## src/rtl/farend_pkg.sv

```systemverilog
// Package: shared sizing for the far-end codeword receiver.
// Assumes a codeword made of a run of ones, a zero, a message and a closing zero.
package farend_pkg;
    localparam int unsigned DEF_FLAG_W   = 8;
    localparam int unsigned DEF_MSG_W    = 6;
    localparam int unsigned DEF_REPEAT_N = 10;
    localparam int unsigned DEF_STAT_W   = 16;

    // Codeword length for a given flag and message width.
    function automatic int unsigned word_len(input int unsigned flag_w, input int unsigned msg_w);
        return flag_w + msg_w + 2;
    endfunction
endpackage

```

## src/rtl/farend_shifter.sv

```systemverilog
// Module: codeword search shift register.
// Shifts one bit in at the top on each qualified strobe. It flags a match when
// the register, including the bit now arriving, holds a complete codeword.
// Assumes the first-arrived bit ends in bit 0.
module farend_shifter
    import farend_pkg::*;
#(
    parameter int unsigned FLAG_W = DEF_FLAG_W,
    parameter int unsigned MSG_W  = DEF_MSG_W
) (
    input  logic             clk,
    input  logic             rst_n,
    input  logic             bit_en,
    input  logic             bit_in,
    output logic             match,
    output logic [MSG_W-1:0] msg
);
    localparam int unsigned WORD_W = word_len(FLAG_W, MSG_W);
    localparam int unsigned OPEN_Z = FLAG_W;
    localparam int unsigned MSG_LO = FLAG_W + 1;
    localparam int unsigned CLOSE_Z = WORD_W - 1;

    logic [WORD_W-1:0] sreg_q;
    logic [WORD_W-1:0] sreg_nxt;
    logic [FLAG_W-1:0] flag_ok;

    // Next register value with the incoming bit placed at the top.
    always_comb sreg_nxt = {bit_in, sreg_q[WORD_W-1:1]};

    // Per-bit flag check, one term per flag position.
    for (genvar g = 0; g < FLAG_W; g++) begin : g_flag
        assign flag_ok[g] = sreg_nxt[g];
    end

    // Codeword match on the strobe: full flag, both framing zeros.
    always_comb begin
        match = bit_en && (&flag_ok) && !sreg_nxt[OPEN_Z] && !sreg_nxt[CLOSE_Z];
        msg   = sreg_nxt[MSG_LO +: MSG_W];
    end

    // Shift register: advance only on a qualified bit.
    always_ff @(posedge clk) begin
        if (!rst_n)      sreg_q <= '0;
        else if (bit_en) sreg_q <= sreg_nxt;
    end
endmodule

```

## src/rtl/farend_repeat.sv

```systemverilog
// Module: repetition qualifier.
// Counts codewords that repeat back to back (exactly one word length apart)
// with an unchanged message. It pulses report on the completing repetition and
// re-arms. Assumes REPEAT_N >= 2.
module farend_repeat
    import farend_pkg::*;
#(
    parameter int unsigned WORD_W   = 16,
    parameter int unsigned MSG_W    = DEF_MSG_W,
    parameter int unsigned REPEAT_N = DEF_REPEAT_N,
    parameter int unsigned CNT_W    = $clog2(REPEAT_N + 1)
) (
    input  logic             clk,
    input  logic             rst_n,
    input  logic             bit_en,
    input  logic             match,
    input  logic [MSG_W-1:0] msg,
    output logic             report,
    output logic [CNT_W-1:0] rep_cnt
);
    localparam int unsigned GAP_W = $clog2(WORD_W);
    localparam logic [GAP_W-1:0] GAP_LAST = GAP_W'(WORD_W - 1);
    localparam logic [CNT_W-1:0] CNT_LAST = CNT_W'(REPEAT_N - 1);

    logic [GAP_W-1:0] since_q;
    logic             locked_q;
    logic [MSG_W-1:0] prev_q;
    logic [CNT_W-1:0] cnt_q;
    logic             chained;

    // A match continues the run when it lands one word after the last and repeats it.
    always_comb begin
        chained = locked_q && (since_q == GAP_LAST) && (msg == prev_q);
        report  = match && chained && (cnt_q == CNT_LAST);
        rep_cnt = cnt_q;
    end

    // Bit distance since the last match; saturates when the lock is lost.
    always_ff @(posedge clk) begin
        if (!rst_n)                     since_q <= GAP_LAST;
        else if (match)                 since_q <= '0;
        else if (bit_en && since_q != GAP_LAST) since_q <= since_q + 1'b1;
    end

    // Lock flag: set by any match, dropped when a word boundary passes without one.
    always_ff @(posedge clk) begin
        if (!rst_n)                                   locked_q <= 1'b0;
        else if (match)                               locked_q <= 1'b1;
        else if (bit_en && since_q == GAP_LAST)       locked_q <= 1'b0;
    end

    // Last accepted message, compared with the next codeword.
    always_ff @(posedge clk) begin
        if (!rst_n)     prev_q <= '0;
        else if (match) prev_q <= msg;
    end

    // Repetition count: +1 on a chained repeat, 1 on a fresh codeword, 0 on loss or report.
    always_ff @(posedge clk) begin
        if (!rst_n) cnt_q <= '0;
        else if (match) begin
            if (!chained)    cnt_q <= CNT_W'(1);
            else if (report) cnt_q <= '0;
            else             cnt_q <= cnt_q + 1'b1;
        end else if (bit_en && since_q == GAP_LAST) begin
            cnt_q <= '0;
        end
    end
endmodule

```

## src/rtl/farend_status.sv

```systemverilog
// Module: status word and interrupt.
// Latches the qualified message and a valid flag. The flag is cleared by a read
// strobe unless a report lands in the same cycle. Assumes STAT_W > MSG_W.
module farend_status
    import farend_pkg::*;
#(
    parameter int unsigned MSG_W  = DEF_MSG_W,
    parameter int unsigned STAT_W = DEF_STAT_W
) (
    input  logic              clk,
    input  logic              rst_n,
    input  logic              report,
    input  logic [MSG_W-1:0]  msg,
    input  logic              rd_stb,
    input  logic              irq_en,
    output logic [STAT_W-1:0] status_o,
    output logic              valid_o,
    output logic              irq_o
);
    localparam int unsigned VALID_BIT = STAT_W - MSG_W - 1;

    logic [MSG_W-1:0] msg_q;
    logic             valid_q;

    // Message holding register: loaded only on a report.
    always_ff @(posedge clk) begin
        if (!rst_n)      msg_q <= '0;
        else if (report) msg_q <= msg;
    end

    // Valid flag: report sets it with priority, read clears it.
    always_ff @(posedge clk) begin
        if (!rst_n)      valid_q <= 1'b0;
        else if (report) valid_q <= 1'b1;
        else if (rd_stb) valid_q <= 1'b0;
    end

    // Status word assembly and interrupt gating.
    always_comb begin
        status_o = '0;
        status_o[STAT_W-1 -: MSG_W] = msg_q;
        status_o[VALID_BIT] = valid_q;
        valid_o = valid_q;
        irq_o   = valid_q && irq_en;
    end
endmodule

```

## src/rtl/farend_code_rx.sv

```systemverilog
// Module: far-end alarm codeword receiver, top level.
// Chains the codeword search, the repetition qualifier and the status stage.
// Assumes one channel bit per high bit_en cycle; carrier framing is done upstream.
module farend_code_rx
    import farend_pkg::*;
#(
    parameter int unsigned FLAG_W   = DEF_FLAG_W,
    parameter int unsigned MSG_W    = DEF_MSG_W,
    parameter int unsigned REPEAT_N = DEF_REPEAT_N,
    parameter int unsigned STAT_W   = DEF_STAT_W
) (
    input  logic              clk,
    input  logic              rst_n,
    input  logic              bit_en,
    input  logic              bit_in,
    input  logic              irq_en,
    input  logic              rd_stb,
    output logic [STAT_W-1:0] status_o,
    output logic              valid_o,
    output logic              irq_o
);
    localparam int unsigned WORD_W = word_len(FLAG_W, MSG_W);
    localparam int unsigned CNT_W  = $clog2(REPEAT_N + 1);

    logic             match_w;
    logic [MSG_W-1:0] msg_w;
    logic             report_w;
    logic [CNT_W-1:0] rep_cnt_w;

    farend_shifter #(.FLAG_W(FLAG_W), .MSG_W(MSG_W)) u_shift (
        .clk(clk), .rst_n(rst_n), .bit_en(bit_en), .bit_in(bit_in),
        .match(match_w), .msg(msg_w)
    );

    farend_repeat #(.WORD_W(WORD_W), .MSG_W(MSG_W), .REPEAT_N(REPEAT_N), .CNT_W(CNT_W)) u_rep (
        .clk(clk), .rst_n(rst_n), .bit_en(bit_en), .match(match_w), .msg(msg_w),
        .report(report_w), .rep_cnt(rep_cnt_w)
    );

    farend_status #(.MSG_W(MSG_W), .STAT_W(STAT_W)) u_stat (
        .clk(clk), .rst_n(rst_n), .report(report_w), .msg(msg_w),
        .rd_stb(rd_stb), .irq_en(irq_en),
        .status_o(status_o), .valid_o(valid_o), .irq_o(irq_o)
    );
endmodule

```

## config.mk

```make
export PLATFORM = sky130hd
export DESIGN_NAME = farend_code_rx
export DESIGN_NICKNAME = d
export VERILOG_FILES = /design/src/rtl/farend_pkg.sv /design/src/rtl/farend_shifter.sv /design/src/rtl/farend_repeat.sv /design/src/rtl/farend_status.sv /design/src/rtl/farend_code_rx.sv
export SDC_FILE = /design/constraint.sdc
export NUM_CORES = 1
export LEC_CHECK = 0
export BUFFER_PORTS_ARGS = -buffer_cell sky130_fd_sc_hd__buf_2
export CORE_ASPECT_RATIO = 0.9
export CORE_MARGIN = 3
export CORE_UTILIZATION = 56
export CTS_CLUSTER_DIAMETER = 100
export DETAILED_ROUTE_END_ITERATION = 10
export HOLD_SLACK_MARGIN = 0.12
export MAX_ROUTING_LAYER = met4
export PLACE_DENSITY = 0.82
export SETUP_SLACK_MARGIN = 0.05
export SLEW_MARGIN = 20
export SYNTH_ARGS = -nofsm -noshare
export SYNTH_HDL_FRONTEND = slang
export SYNTH_SLANG_ARGS = --single-unit
export TNS_END_PERCENT = 20
```

## constraint.sdc

```tcl
create_clock -name clk -period 2.2 [get_ports clk]
set_clock_uncertainty 0.2 [all_clocks]
set_input_delay 0 -clock clk [delete_from_list [all_inputs] [get_ports clk]]
set_output_delay 0 -clock clk [all_outputs]
set_load 0.02 [all_outputs]
```

==> flow_summary.json <==
{
  "ir_drop_mv": 0.487,
  "path_clk_slew_ns": 0.12,
  "synth-seq-cells": 37,
  "period_minus_slack_ns": 2.05,
  "htree_num_levels": 2,
  "start_util_pct": 61.5,
  "criticalPathCategory": "reg2reg",
  "die_area_um2": 3910,
  "antenna_found_initial": 0,
  "synth_edf_count": 0,
  "drt-initial-drc-count": 120,
  "final_cells": 245,
  "hold_violations": 0,
  "relSlewSlack_pct": 41.6,
  "ys.flop_type": "dfxtp_1",
  "io-pin-count": 24,
  "drv_slew": 0,
  "max-cap-violations": 0,
  "cp-end-kind": "register",
  "synth-seq-area-share_pct": 41.4,
  "design.core.area_um2": 2910,
  "grt_use_total_pct": 22.2,
  "nNetsFinal": 213,
  "cp_max_fo": 6,
  "yosys-top-cells-count": "37 x dfxtp_1, 24 x nor2_1, 23 x mux2i_1, 10 x a21oi_1, 10 x buf_4",
  "ant_nets": 0,
  "row_count": 18,
  "drt-total-wl_um": 3810,
  "yosys.area.top_type": "dfxtp_1",
  "async_flop_share_pct": 0,
  "grt_max_degree": 30,
  "dp_hpwl_um": 2550,
  "viasPerCell": 5.83,
  "hold_ws_ns": 0.130,
  "clock_sinks": 37,
  "finalSetupViolCount": 0,
  "first_pass_iters": 4,
  "cts.path.max_buffers": 2,
  "gp_congestion": 0.784,
  "cp.arrival_ns": 2.10,
  "ys_warn_count": 0,
  "power_density_nw_per_um2": 736,
  "cts_root_buf": "clkbuf_4",
  "antenna_cells": 0,
  "synth_most_common_cell": "dfxtp_1",
  "synth_cells": 185,
  "vias": 1429,
  "area_delta_synth_final_pct": 11.7,
  "fin_util_pct": 68.7,
  "fp.dieW_um": 65.6,
  "syn_avg_cell_area_um2": 9.66,
  "fmax_mhz": 487,
  "cp.required_ns": 2.25,
  "power.leakage_nw": 0.900,
  "drc": 0,
  "synth_cell_types": 37,
  "fin_setup_tns_ns": 0,
  "placed_area_um2": 1840,
  "finalCritPeriodShare_pct": 93.3,
  "grt_pass1_wl_um": 6370,
  "synth_top_area_share_pct": 41.4,
  "cts_setup_buffers": 0,
  "cts_buffers": 5,
  "grt_pass1_vias": 1368,
  "cts_tree": "yes",
  "drive_gt1_share_pct": 15.1,
  "worstSkewPairLatency_ns": 0.37,
  "io_buffers": 14,
  "grt_overflow_total": 0,
  "status": "complete, no violations",
  "syn_area_um2": 1790,
  "start_kind": "register",
  "hp-class": "in2out",
  "yosys-top-cells-area": "dfxtp_1 41%, mux2i_1 13%, nor2_1 5.0%, buf_4 4.2%, o31ai_1 3.4%",
  "place_inst": 229,
  "fp.dieH_um": 59.6,
  "tightest_slew_ns": 0.874,
  "rsz0062_at_grt": "yes",
  "routedWlPerCell_um": 15.5,
  "fin_area_um2": 2000
}
## critical path, cell delays in order (launching register included)
cell and delay [ns]:
dfxtp_1 0.43, ha_1 0.20, nand3b_1 0.15, or4_1 0.55, o31ai_1 0.30, a21oi_1 0.10
## metrics by stage
stage,setup slack [ns],power [W]
4_1_cts,0.0799,0.00144
2_1_floorplan,0.367,0.000996
3_3_place_gp,0.295,0.00102
5_1_grt,0.00866,0.00154
3_5_place_dp,0.158,0.00105
6_report,0.147,0.00147
## repair_timing
| action | CTS | global route |
|---|---|---|
| hold buffers | 8 | 0 |
| gates resized for setup | 0 | 2 |
| hold endpoints to repair | 37 | 0 |
| setup endpoints to repair | 0 | 8 |
## layout make-up
cell class	count	area (um^2)
clock buffers	5	37.5
flip-flops and latches	37	741
fillers	230	908
repair buffers	25	173
multi-input cells	133	966
clock inverters	3	22.5
inverters	2	7.51
well taps	40	50.0
## cell families (layout without fill, tap and decap cells)
group | count (synthesis) | count (layout) | share of synthesized area [%]
AO/OA/AOI/OAI | 24 | 24 | 8.40
XOR/XNOR | 8 | 8 | 3.92
adder cells (fa/ha/maj) | 3 | 3 | 2.10
buffers and inverters | 23 | 35 | 7.14
flip-flops | 37 | 37 | 41.4
multiplexers | 23 | 23 | 12.9
other | 1 | 9 | 0.210
AND/OR/NAND/NOR | 66 | 66 | 23.9
## per-layer routing
layer	track usage [%]	part of all wire (%)
met2	37.2	51
met1	26.2	43
met3	4.74	5.3
met5	-	0
met4	8.58	0.71
## registers in the layout, summed over array words and instances (netlist names)
name            count
u_rep.locked_q      1
u_rep.prev_q        6
u_rep.rep_cnt       4
u_rep.since_q       4
u_shift.sreg_q     15
u_stat.msg_q        6
u_stat.valid_o      1
## where the power goes
group | switching, W | internal [W]
logic | 0.000219 | 0.000149
clock network | 0.000258 | 0.000123
registers | 0.0000250 | 0.000695
total | 0.000502 | 0.000967
## final timing paths
kind	slack (ns)	cells after the start	from	end
setup / recovery	0.15	5	u_rep.rep_cnt[0]$_SDFFE_PN0P_	u_stat.msg_q[2]$_SDFFE_PN0P_
setup reg to reg	0.15	5	u_rep.rep_cnt[0]$_SDFFE_PN0P_	u_stat.msg_q[2]$_SDFFE_PN0P_
hold reg to reg	0.28	2	u_stat.msg_q[3]$_SDFFE_PN0P_	u_stat.msg_q[3]$_SDFFE_PN0P_
hold / removal	0.13	3	irq_en	irq_o
## placed cells by master, fill, tap and decap left out, types with 2 or more instances in the layout
master / instances
nor2_1: 24
nor4_1: 2
xor2_1: 4
buf_4: 3
buf_2: 14
o2111ai_1: 2
nand4b_1: 3
clkbuf_4: 5
nand3b_1: 2
inv_1: 2
conb_1: 9
nand3_1: 5
nand4_1: 8
ha_1: 3
clkinvlp_4: 3
and4b_1: 2
mux2i_1: 23
a21oi_1: 10
o31ai_1: 8
dlygate4sd3_1: 8
nand2b_1: 2
nand4b_4: 2
o21ai_0: 3
and4_1: 2
xnor2_1: 4
nand2_1: 4
dfxtp_1: 37
(Power assumes the default switching activity.)
